--- src/rtl/adc_dual_pkg.sv ---
package adc_dual_pkg;

    localparam int RES_W      = 14;
    localparam int HALF_CYC   = 16;
    localparam int FRAME_CYC  = 2 * HALF_CYC;
    localparam int NAP_PULSES = 2;

    typedef enum logic [1:0] {
        PM_NORMAL = 2'b00,
        PM_NAP    = 2'b01,
        PM_SLEEP  = 2'b10
    } pmode_e;

    typedef enum logic [2:0] {
        SQ_IDLE,
        SQ_CONV_HI,
        SQ_CONV_LO,
        SQ_SHIFT,
        SQ_DONE,
        SQ_WAKE
    } seq_state_e;

    typedef enum logic {
        OP_FRAME,
        OP_ENTER
    } seq_op_e;

    typedef struct packed {
        logic signed [RES_W-1:0] ch0;
        logic signed [RES_W-1:0] ch1;
    } res_pair_t;

    // Host code to power mode; the spare code means normal.
    function automatic pmode_e decode_mode(input logic [1:0] code);
        case (code)
            2'b01:   return PM_NAP;
            2'b10:   return PM_SLEEP;
            default: return PM_NORMAL;
        endcase
    endfunction

    // Bit 0: period lies in the channel 0 window; bit 1: in the channel 1 window.
    function automatic logic [1:0] window_hit(input int idx, input int ofs);
        logic [1:0] h;
        h[0] = (idx >= ofs) && (idx < ofs + RES_W);
        h[1] = (idx >= HALF_CYC + ofs) && (idx < HALF_CYC + ofs + RES_W);
        return h;
    endfunction

endpackage

--- src/rtl/adc_sclk_gen.sv ---
module adc_sclk_gen #(
    parameter int DIV = 2
) (
    input  logic clk,
    input  logic rst,
    input  logic run,
    output logic sclk,
    output logic fall_now
);
    localparam int CW = (DIV > 1) ? $clog2(DIV) : 1;

    logic [CW-1:0] cnt;
    logic          at_end;

    assign at_end   = (cnt == CW'(DIV - 1));
    assign fall_now = run && sclk && at_end;

    always_ff @(posedge clk) begin
        if (rst || !run) begin
            cnt  <= '0;
            sclk <= 1'b0;
        end else if (at_end) begin
            cnt  <= '0;
            sclk <= ~sclk;
        end else begin
            cnt <= cnt + 1'b1;
        end
    end
endmodule

--- src/rtl/adc_shift_capture.sv ---
module adc_shift_capture
    import adc_dual_pkg::*;
#(
    parameter int WIN_OFS = 2,
    parameter int IDX_W   = 6
) (
    input  logic             clk,
    input  logic             rst,
    input  logic             cap,
    input  logic [IDX_W-1:0] idx,
    input  logic             sdo,
    output res_pair_t        words
);
    logic [1:0] hit;

    assign hit = window_hit(int'(idx), WIN_OFS);

    always_ff @(posedge clk) begin
        if (rst) begin
            words <= '0;
        end else if (cap) begin
            if (hit[0]) words.ch0 <= {words.ch0[RES_W-2:0], sdo};
            if (hit[1]) words.ch1 <= {words.ch1[RES_W-2:0], sdo};
        end
    end
endmodule

--- src/rtl/adc_seq_fsm.sv ---
module adc_seq_fsm
    import adc_dual_pkg::*;
#(
    parameter int CONV_HI_CYC  = 2,
    parameter int CONV_LO_CYC  = 1,
    parameter int SLEEP_PULSES = 4,
    parameter int WAKE_PULSES  = 2,
    parameter int IDX_W        = 6
) (
    input  logic             clk,
    input  logic             rst,
    input  logic             start_req,
    input  logic [1:0]       mode_req,
    input  logic             sclk_fall,
    output logic             conv,
    output logic             sclk_run,
    output logic             cap_en,
    output logic [IDX_W-1:0] bit_idx,
    output logic             busy,
    output logic             latch_now
);
    localparam int T_MAX = (CONV_HI_CYC > CONV_LO_CYC) ? CONV_HI_CYC : CONV_LO_CYC;
    localparam int TW    = $clog2(T_MAX + 1);
    localparam int P_MAX = (SLEEP_PULSES > NAP_PULSES) ? SLEEP_PULSES : NAP_PULSES;
    localparam int PW    = $clog2(P_MAX + 1);

    seq_state_e       state;
    seq_op_e          op;
    pmode_e           cur, tgt, req;
    logic             stale;
    logic [TW-1:0]    tcnt;
    logic [PW-1:0]    pcnt;
    logic [IDX_W-1:0] scnt;

    assign req = decode_mode(mode_req);

    always_ff @(posedge clk) begin
        if (rst) begin
            state <= SQ_IDLE;
            op    <= OP_FRAME;
            cur   <= PM_NORMAL;
            tgt   <= PM_NORMAL;
            stale <= 1'b1;
            tcnt  <= '0;
            pcnt  <= '0;
            scnt  <= '0;
        end else begin
            case (state)
                SQ_IDLE: begin
                    tcnt <= '0;
                    scnt <= '0;
                    if (cur != PM_NORMAL && req != cur) begin
                        state <= SQ_WAKE;
                    end else if (cur == PM_NORMAL && req != PM_NORMAL) begin
                        op    <= OP_ENTER;
                        tgt   <= req;
                        pcnt  <= (req == PM_NAP) ? PW'(NAP_PULSES) : PW'(SLEEP_PULSES);
                        state <= SQ_CONV_HI;
                    end else if (start_req && cur == PM_NORMAL) begin
                        op    <= OP_FRAME;
                        state <= SQ_CONV_HI;
                    end
                end
                SQ_CONV_HI: begin
                    if (tcnt == TW'(CONV_HI_CYC - 1)) begin
                        tcnt  <= '0;
                        state <= SQ_CONV_LO;
                    end else begin
                        tcnt <= tcnt + 1'b1;
                    end
                end
                SQ_CONV_LO: begin
                    if (tcnt == TW'(CONV_LO_CYC - 1)) begin
                        tcnt <= '0;
                        if (op == OP_FRAME) begin
                            scnt  <= '0;
                            state <= SQ_SHIFT;
                        end else if (pcnt == PW'(1)) begin
                            cur   <= tgt;
                            state <= SQ_IDLE;
                        end else begin
                            pcnt  <= pcnt - 1'b1;
                            state <= SQ_CONV_HI;
                        end
                    end else begin
                        tcnt <= tcnt + 1'b1;
                    end
                end
                SQ_SHIFT: begin
                    if (sclk_fall) begin
                        if (scnt == IDX_W'(FRAME_CYC - 1)) state <= SQ_DONE;
                        else                               scnt  <= scnt + 1'b1;
                    end
                end
                SQ_DONE: begin
                    stale <= 1'b0;
                    state <= SQ_IDLE;
                end
                SQ_WAKE: begin
                    if (sclk_fall) begin
                        if (scnt == IDX_W'(WAKE_PULSES - 1)) begin
                            cur   <= PM_NORMAL;
                            stale <= 1'b1;
                            state <= SQ_IDLE;
                        end else begin
                            scnt <= scnt + 1'b1;
                        end
                    end
                end
                default: state <= SQ_IDLE;
            endcase
        end
    end

    assign conv      = (state == SQ_CONV_HI);
    assign sclk_run  = (state == SQ_SHIFT) || (state == SQ_WAKE);
    assign cap_en    = (state == SQ_SHIFT) && sclk_fall;
    assign bit_idx   = scnt;
    assign busy      = (state != SQ_IDLE);
    assign latch_now = (state == SQ_DONE) && !stale;
endmodule

--- src/rtl/adc_dual_ctrl.sv ---
module adc_dual_ctrl
    import adc_dual_pkg::*;
#(
    parameter int SCLK_DIV     = 2,
    parameter int CONV_HI_CYC  = 2,
    parameter int CONV_LO_CYC  = 1,
    parameter int WIN_OFS      = 2,
    parameter int SLEEP_PULSES = 4,
    parameter int WAKE_PULSES  = 2,
    parameter int OUT_W        = 16
) (
    input  logic             clk,
    input  logic             rst,
    input  logic             start_req,
    input  logic [1:0]       mode_req,
    output logic             busy_o,
    output logic             valid_o,
    output logic [OUT_W-1:0] res0_o,
    output logic [OUT_W-1:0] res1_o,
    output logic             adc_conv_o,
    output logic             adc_sclk_o,
    input  logic             adc_sdo_i
);
    localparam int CNT_MAX = (FRAME_CYC > WAKE_PULSES) ? FRAME_CYC : WAKE_PULSES;
    localparam int IDX_W   = $clog2(CNT_MAX + 1);
    localparam int EXT_W   = OUT_W - RES_W;

    logic             sclk_run, sclk_fall, cap_en, latch_now;
    logic [IDX_W-1:0] bit_idx;
    res_pair_t        shift_words, held;
    logic             valid_q;

    adc_seq_fsm #(
        .CONV_HI_CYC (CONV_HI_CYC),
        .CONV_LO_CYC (CONV_LO_CYC),
        .SLEEP_PULSES(SLEEP_PULSES),
        .WAKE_PULSES (WAKE_PULSES),
        .IDX_W       (IDX_W)
    ) u_seq (
        .clk      (clk),
        .rst      (rst),
        .start_req(start_req),
        .mode_req (mode_req),
        .sclk_fall(sclk_fall),
        .conv     (adc_conv_o),
        .sclk_run (sclk_run),
        .cap_en   (cap_en),
        .bit_idx  (bit_idx),
        .busy     (busy_o),
        .latch_now(latch_now)
    );

    adc_sclk_gen #(.DIV(SCLK_DIV)) u_sclk (
        .clk     (clk),
        .rst     (rst),
        .run     (sclk_run),
        .sclk    (adc_sclk_o),
        .fall_now(sclk_fall)
    );

    adc_shift_capture #(.WIN_OFS(WIN_OFS), .IDX_W(IDX_W)) u_cap (
        .clk  (clk),
        .rst  (rst),
        .cap  (cap_en),
        .idx  (bit_idx),
        .sdo  (adc_sdo_i),
        .words(shift_words)
    );

    always_ff @(posedge clk) begin
        if (rst) begin
            held    <= '0;
            valid_q <= 1'b0;
        end else begin
            valid_q <= latch_now;
            if (latch_now) held <= shift_words;
        end
    end

    assign valid_o = valid_q;
    assign res0_o  = {{EXT_W{held.ch0[RES_W-1]}}, held.ch0};
    assign res1_o  = {{EXT_W{held.ch1[RES_W-1]}}, held.ch1};
endmodule

--- config.mk ---
export PLATFORM = sky130hd
export DESIGN_NAME = adc_dual_ctrl
export DESIGN_NICKNAME = d
export VERILOG_FILES = /design/src/rtl/adc_dual_pkg.sv /design/src/rtl/adc_sclk_gen.sv /design/src/rtl/adc_shift_capture.sv /design/src/rtl/adc_seq_fsm.sv /design/src/rtl/adc_dual_ctrl.sv
export SDC_FILE = /design/constraint.sdc
export NUM_CORES = 1
export LEC_CHECK = 0
export BUFFER_PORTS_ARGS = -buffer_cell sky130_fd_sc_hd__buf_2
export CAP_MARGIN = 20
export CORE_ASPECT_RATIO = 1.75
export CORE_UTILIZATION = 58
export DETAILED_ROUTE_END_ITERATION = 6
export GPL_ROUTABILITY_DRIVEN = 0
export PLACE_DENSITY_LB_ADDON = 0.08
export SYNTH_ARGS = -nofsm -noshare
export SYNTH_HDL_FRONTEND = slang
export SYNTH_SLANG_ARGS = --single-unit
--- constraint.sdc ---
create_clock -name clk -period 2.2 [get_ports clk]
set_clock_uncertainty 0.2 [all_clocks]
set_input_delay 0.55 -clock clk [delete_from_list [all_inputs] [get_ports clk]]
set_output_delay 0.55 -clock clk [all_outputs]
set_load 0.01 [all_outputs]
Word level (Yosys, flattened, before mapping)
Cells that the tools add are included.
- bits in registers: 79
- bits in latches: 0
- memory bits (writable): 0
- bits in read-only memories: 0
- output and inout port bits: 36
- word-level logic and storage cells: 129
- memories: 0
- add/sub/neg operators: 4
- multipliers: 0
- div/mod/pow operators: 0
- order comparisons: 4
- eq/ne operators: 28
- shift-type cells: 0
- multiplexer cells: 41
- bitwise operators: 2
- reductions and logical operators: 35
- operators by type and width (operator ; number):
    $mux 3 ; 16
    $mux 6 ; 6
    $pmux 6 s4 ; 1
    $ne 2x1->1 const B ; 9
    $pmux 3 s5 ; 1
    $mux 2 ; 7
    $reduce_and 7->1 ; 2
    $reduce_and 6->1 ; 2
    $reduce_bool 2->1 ; 6
    $ne 2x2->1 const B ; 5
    $logic_and 1x1->1 ; 9
    $reduce_and 3->1 ; 3
    $pmux 2 s2 ; 2
    $add 6x1->6 const B ; 1
    $eq 2x1->1 const B ; 3
    $eq 3x1->1 const B ; 2
    $eq 3x2->1 const B ; 2
    $eq 3x3->1 const B ; 2
    $eq 6x1->1 const B ; 1
    $eq 6x5->1 const B ; 1
    $ge 6x2->1 const B ; 1
    $ge 6x5->1 const B ; 1
    $lt 6x5->1 const B ; 1
    $lt 6x6->1 const B ; 1
    19 further kinds ; 29

Longest topological paths before layout
- word-level depth: 7
- mapped depth: 8
- gate-level depth less buffers: 7

Hierarchy
Synthesis repeated with hierarchy kept, for this count alone.
- cell total of the unflattened synthesis: 374
- area, all modules: 3580.9 µm²
- modules (own cells, without submodules) (module ; times used ; cells each ; area each (µm²) ; sequential area each (µm²)):
    adc_seq_fsm ; 1 ; 174 ; 1355.0 ; 400.4
    adc_shift_capture ; 1 ; 97 ; 1106.1 ; 560.5
    adc_dual_ctrl ; 1 ; 96 ; 1049.8 ; 580.6
    adc_sclk_gen ; 1 ; 7 ; 70.1 ; 40.0

Worst setup path before layout
Ideal clock, no wire load.
- kind: reg2reg
- from: register u_seq.scnt[1], in the netlist u_seq.bit_idx[1]
- to: register u_seq.scnt[2], in the netlist u_seq.bit_idx[2]
- setup time: 120 ps
- arrival time: 1663 ps
- required time: 1880 ps
- slack: 217 ps
- stages on the path, launching flop included: 7
- buffers on the path: 0
- cell sequence: dfxtp_1 > ha_1 > nand3_1 > o311a_1 > o211ai_4 > nor3b_1 > a211o_1
- cells in the longest elaborated chain, start to end: 4
- elaborated cells on any way between the ends: 11
- those cells by class: add/sub: 1; eq/ne: 4; mux: 5; reduce/logical: 1
- ends and longest elaborated chain (element ; line ; source):
    start: declaration ; adc_seq_fsm.sv:33 ; logic [IDX_W-1:0] scnt;
    start signal: assignment ; adc_seq_fsm.sv:92 ; else scnt <= scnt + 1'b1;
    start signal: assignment ; adc_seq_fsm.sv:106 ; scnt <= scnt + 1'b1;
    $add 6x1->6 ; adc_seq_fsm.sv:92, adc_seq_fsm.sv:106 ;
    $mux 6 (on tied branches) ; adc_seq_fsm.sv:101, adc_seq_fsm.sv:91 ;
    $mux 6 (on tied branches) ; adc_seq_fsm.sv:100, adc_seq_fsm.sv:90 ;
    $pmux 6 s4 ; adc_seq_fsm.sv:48 ; case (state)
Several ways; a longest one is shown, not always the timed one. The select of a mux whose other input is x is not followed.
A chain may end at the register's enable or synchronous reset.

Worst setup path in the final report
- from: register u_seq.state[1]
- to: output adc_conv_o
- cells in the longest elaborated chain, start to end: 1
- ends and longest elaborated chain (element ; line ; source):
    start: declaration ; adc_seq_fsm.sv:27 ; seq_state_e state;
    start signal: assignment ; adc_seq_fsm.sv:39 ; state <= SQ_IDLE;
    start signal: assignment ; adc_seq_fsm.sv:53 ; state <= SQ_WAKE;
    start signal: assignment ; adc_seq_fsm.sv:58 ; state <= SQ_CONV_HI;
    $eq 3x1->1 ; adc_seq_fsm.sv:115 ; assign conv = (state == SQ_CONV_HI);
    end: declaration ; adc_dual_ctrl.sv:20 ; output logic adc_conv_o,
No other way between the ends.

==> results.md <==
* Register area share after synthesis at 44.6%
* Total track usage at 24.4%
* Htree depth at 3
* Syn Area/Cell at 8.79 µm²
* Maximum number of pins on one net before global-route repair at 38
* Share of synthesized flip-flops with an asynchronous set or reset at 0%
* Cell depth of the worst flop-to-flop path at 6
* Number of flip-flops and latches in the synthesized netlist at 79
* Sort of element at the end of the critical path: primary output
* Layout-stage area growth over the synthesis result at 14.5%
* Std-Cell Rows at 37
* Global-route wire length before repair at 11800 µm
* Deepest clock path buffer count at 2
* Number of DRC markers after the initial detailed-route iteration at 167
* Clock sink count at 79
* Detailed-routing iteration count for the pre-antenna-repair pass at 6
* Highest Clock Rate at 472 MHz
* Setup violation total in the final timing report at 0
* Critical path required time at 1450 ps
* Post-synth EDFFs at 0
* Predominant post-synthesis flop cell: sky130_fd_sc_hd__dfxtp_1
* Synthesized-area fraction occupied by adder cells at 3.88%
* Vias after detailed routing at 2876
* Result of the run: completed
* Average wire per cell in the routed design at 13.4 µm
* Vertical extent of the die at 105 µm
* WHS Path Cells at 3
* Post-synthesis share of cell area spent on and, or, nand and nor gates at 22.2%
* Routed wire length at 7080 µm
* End point of the most critical hold path: u_cap.words[14]
* Source-to-sink clock delay at the later pin of the worst-skew pair at 360 ps
* Mux contribution to synthesized area at 8.46%
* Synthesis Warnings at 0
* Post-route DRC violation count at 0
* Antenna viol nets, final at 0
* Worst Path Max Fanout at 6
* Clock transition at the registers of the reported paths at 80 ps
* Signal arrival time at the worst endpoint at 1370 ps
* Fin. Hold Viols at 0
* Commonest non-fill, non-tap cells in the layout: sky130_fd_sc_hd__dfxtp_1 (77), sky130_fd_sc_hd__nand2_1 (67), sky130_fd_sc_hd__nor2_1 (48)
* Inserted Clock Buffers at 9
* Final Max Tran Viols at 0
* Sum of overflow across all layers after global routing at 0
* Share of the synthesized area in compound gates (AO/OA/AOI/OAI) at 14.0%
* Hpwl dp at 5040 µm
* RSZ-0062 raised after global routing: false
* Summed instance area of the synthesized netlist at 3550 µm²
* Initial antenna violation count at 0
* Final setup TNS at 0 ps
* Normalized max-slew margin at 68.9%
* Global-route track usage on met1 at 26.6%
* Reg-to-reg endpoint: u_seq.bit_idx[5]
* Reg-to-reg setup timing slack at 150 ps
* Hold Startpoint: adc_sdo_i
* Number of instances in the synthesized netlist at 404
* Launching point of the worst reg2reg path: u_seq.state[1]
* CP startpoint kind: flip-flop
* Pleak at 1.58 nW
* Via density per instance at 5.43
* Distinct cell type count of the synthesized netlist at 59
* Total I/O pin count at 42
* Starting utilization of the core area at 60.4%
* # diodes at 0
* Root buffer cell: sky130_fd_sc_hd__clkbuf_8
* Met2 routing resource usage after global routing at 40.1%
* Combinational family with the most area after synthesis: simple AND/OR/NAND/NOR gates
* Power per Cell Area at 827 nW/µm²
* Path type of the worst min-delay path: input port to flip-flop
* Count of buffers from port buffering at 41
* Clock period minus worst slack at 2120 ps
* Placeable core area at 5880 µm²
* Worst Tran Pin Value at 462 ps
* Critical path class: flip-flop to primary output
* Ratio of cells with drive above 1 in the final layout at 21.0%
* Fraction of met3 tracks used by global routing at 6.87%
* CTS tree: built
* X dimension of the die at 61.1 µm
* Xor and xnor fraction of the mapped netlist area at 0.493%
* Nets in the synthesized netlist at 421
* Total design power at 3.36 mW
* Final worst path period share at 96.3%
* VDD IR max at 0.825 mV
* Die area at 6450 µm²
* Hold bufs inserted after CTS at 0
* Count of maximum capacitance violations at 0
* Number of global-route vias before repair at 2687
* GR peak layer: met2
* Commonest non-fill, non-tap cell in the layout: sky130_fd_sc_hd__dfxtp_1
* Total number of nets in the final design at 464
## per-stage QoR
step           setup WS [ps]  hold WS (ps)  utilization (%)  cells  instance area (µm²)
6_report                80.5           238             69.1    530                 4060
5_1_grt                 3.01           250             69.1    530                 4060
4_1_cts                 23.2           227             69.0    530                 4060
3_5_place_dp            70.4           245             65.5    514                 3850
3_3_place_gp             129           238             65.5    514                 3850
2_1_floorplan            217           231                -    404                 3550
## layer usage
metal  up-vias  routed length (µm)
li1       1440                   -
met1      1350                2880
met2        63                3690
met3        23                 235
met4         0                 276
met5         -                   0
## synthesized netlist by cell type, types with 2 or more instances
cell | number | share of area [%]
sky130_fd_sc_hd__nor4_1 | 2 | 0.35
sky130_fd_sc_hd__mux2i_1 | 30 | 8.5
sky130_fd_sc_hd__or2_1 | 2 | 0.35
sky130_fd_sc_hd__nor3_1 | 3 | 0.42
sky130_fd_sc_hd__nor3b_1 | 4 | 0.85
sky130_fd_sc_hd__and3_1 | 3 | 0.53
sky130_fd_sc_hd__xnor2_1 | 2 | 0.49
sky130_fd_sc_hd__a21o_1 | 2 | 0.42
sky130_fd_sc_hd__nand2_1 | 67 | 7.1
sky130_fd_sc_hd__ha_1 | 11 | 3.9
sky130_fd_sc_hd__nand2b_1 | 7 | 1.2
sky130_fd_sc_hd__dfxtp_1 | 79 | 45
sky130_fd_sc_hd__inv_2 | 2 | 0.21
sky130_fd_sc_hd__nand3_1 | 7 | 0.99
sky130_fd_sc_hd__inv_1 | 13 | 1.4
sky130_fd_sc_hd__a211o_1 | 5 | 1.2
sky130_fd_sc_hd__nor2_1 | 49 | 5.2
sky130_fd_sc_hd__and2_1 | 2 | 0.35
sky130_fd_sc_hd__nand4_1 | 2 | 0.35
sky130_fd_sc_hd__nor2b_1 | 5 | 0.88
sky130_fd_sc_hd__a211oi_1 | 2 | 0.42
sky130_fd_sc_hd__a21oi_1 | 40 | 5.6
sky130_fd_sc_hd__buf_4 | 6 | 1.3
sky130_fd_sc_hd__buf_2 | 5 | 0.70
sky130_fd_sc_hd__buf_6 | 3 | 0.95
sky130_fd_sc_hd__o311a_1 | 2 | 0.56
sky130_fd_sc_hd__o21ai_0 | 7 | 0.99
sky130_fd_sc_hd__clkbuf_1 | 11 | 1.2
## timing repair
action	in CTS	in global routing
setup endpoints to repair	0	24
resized for setup	0	3
buffers inserted	0	0
endpoints found under the hold margin	0	0
## layout make-up
cell class                 instances  area (µm²)
fill                             518        1820
multi-input combinational        282        1750
sequential                        79        1580
timing repair buffer              60         373
clock buffer                      10         138
tap                               78        97.6
clock inverter                     6        70.1
inverter                          15        56.3
## power by group
part	switching (mW)	internal [mW]
Clock	0.547	0.558
Combinational	0.397	0.291
Sequential	0.0751	1.49
## registers in the layout, summed over array words and instances (netlist names)
name,count
u_sclk.sclk,1
u_seq.tgt,2
res0_o,14
res1_o,14
u_seq.cur,2
u_seq.bit_idx,6
u_seq.tcnt,2
u_seq.state,3
u_seq.op,1
u_seq.pcnt,3
u_sclk.at_end,1
u_cap.words,28
valid_o,1
u_seq.stale,1
## cells by family after synthesis
logic type | after synthesis
compound gates | 73
xor+xnor | 2
fa+ha+maj | 11
buf+inv | 43
flops | 79
mux | 30
simple gates | 166
## worst max-delay path, stage by stage (launching register included)
cell and delay (ps):
sky130_fd_sc_hd__dfxtp_1 360, sky130_fd_sc_hd__buf_4 170, sky130_fd_sc_hd__nand2b_1 210, sky130_fd_sc_hd__nor2_2 130
sky130_fd_sc_hd__buf_2 140
## worst max path at each step
stage,startpoint,slack (ps),endpoint
4_1_cts,u_seq.state[1],20,adc_conv_o
5_1_grt,u_seq.state[1],3,adc_conv_o
2_1_floorplan,u_seq.bit_idx[1],220,u_seq.bit_idx[2]
3_5_place_dp,mode_req[0],70,u_seq.state[1]
6_report,u_seq.state[1],80,adc_conv_o
3_3_place_gp,u_seq.bit_idx[0],130,u_seq.bit_idx[2]
Note: power is estimated with default switching activity, not from simulation.
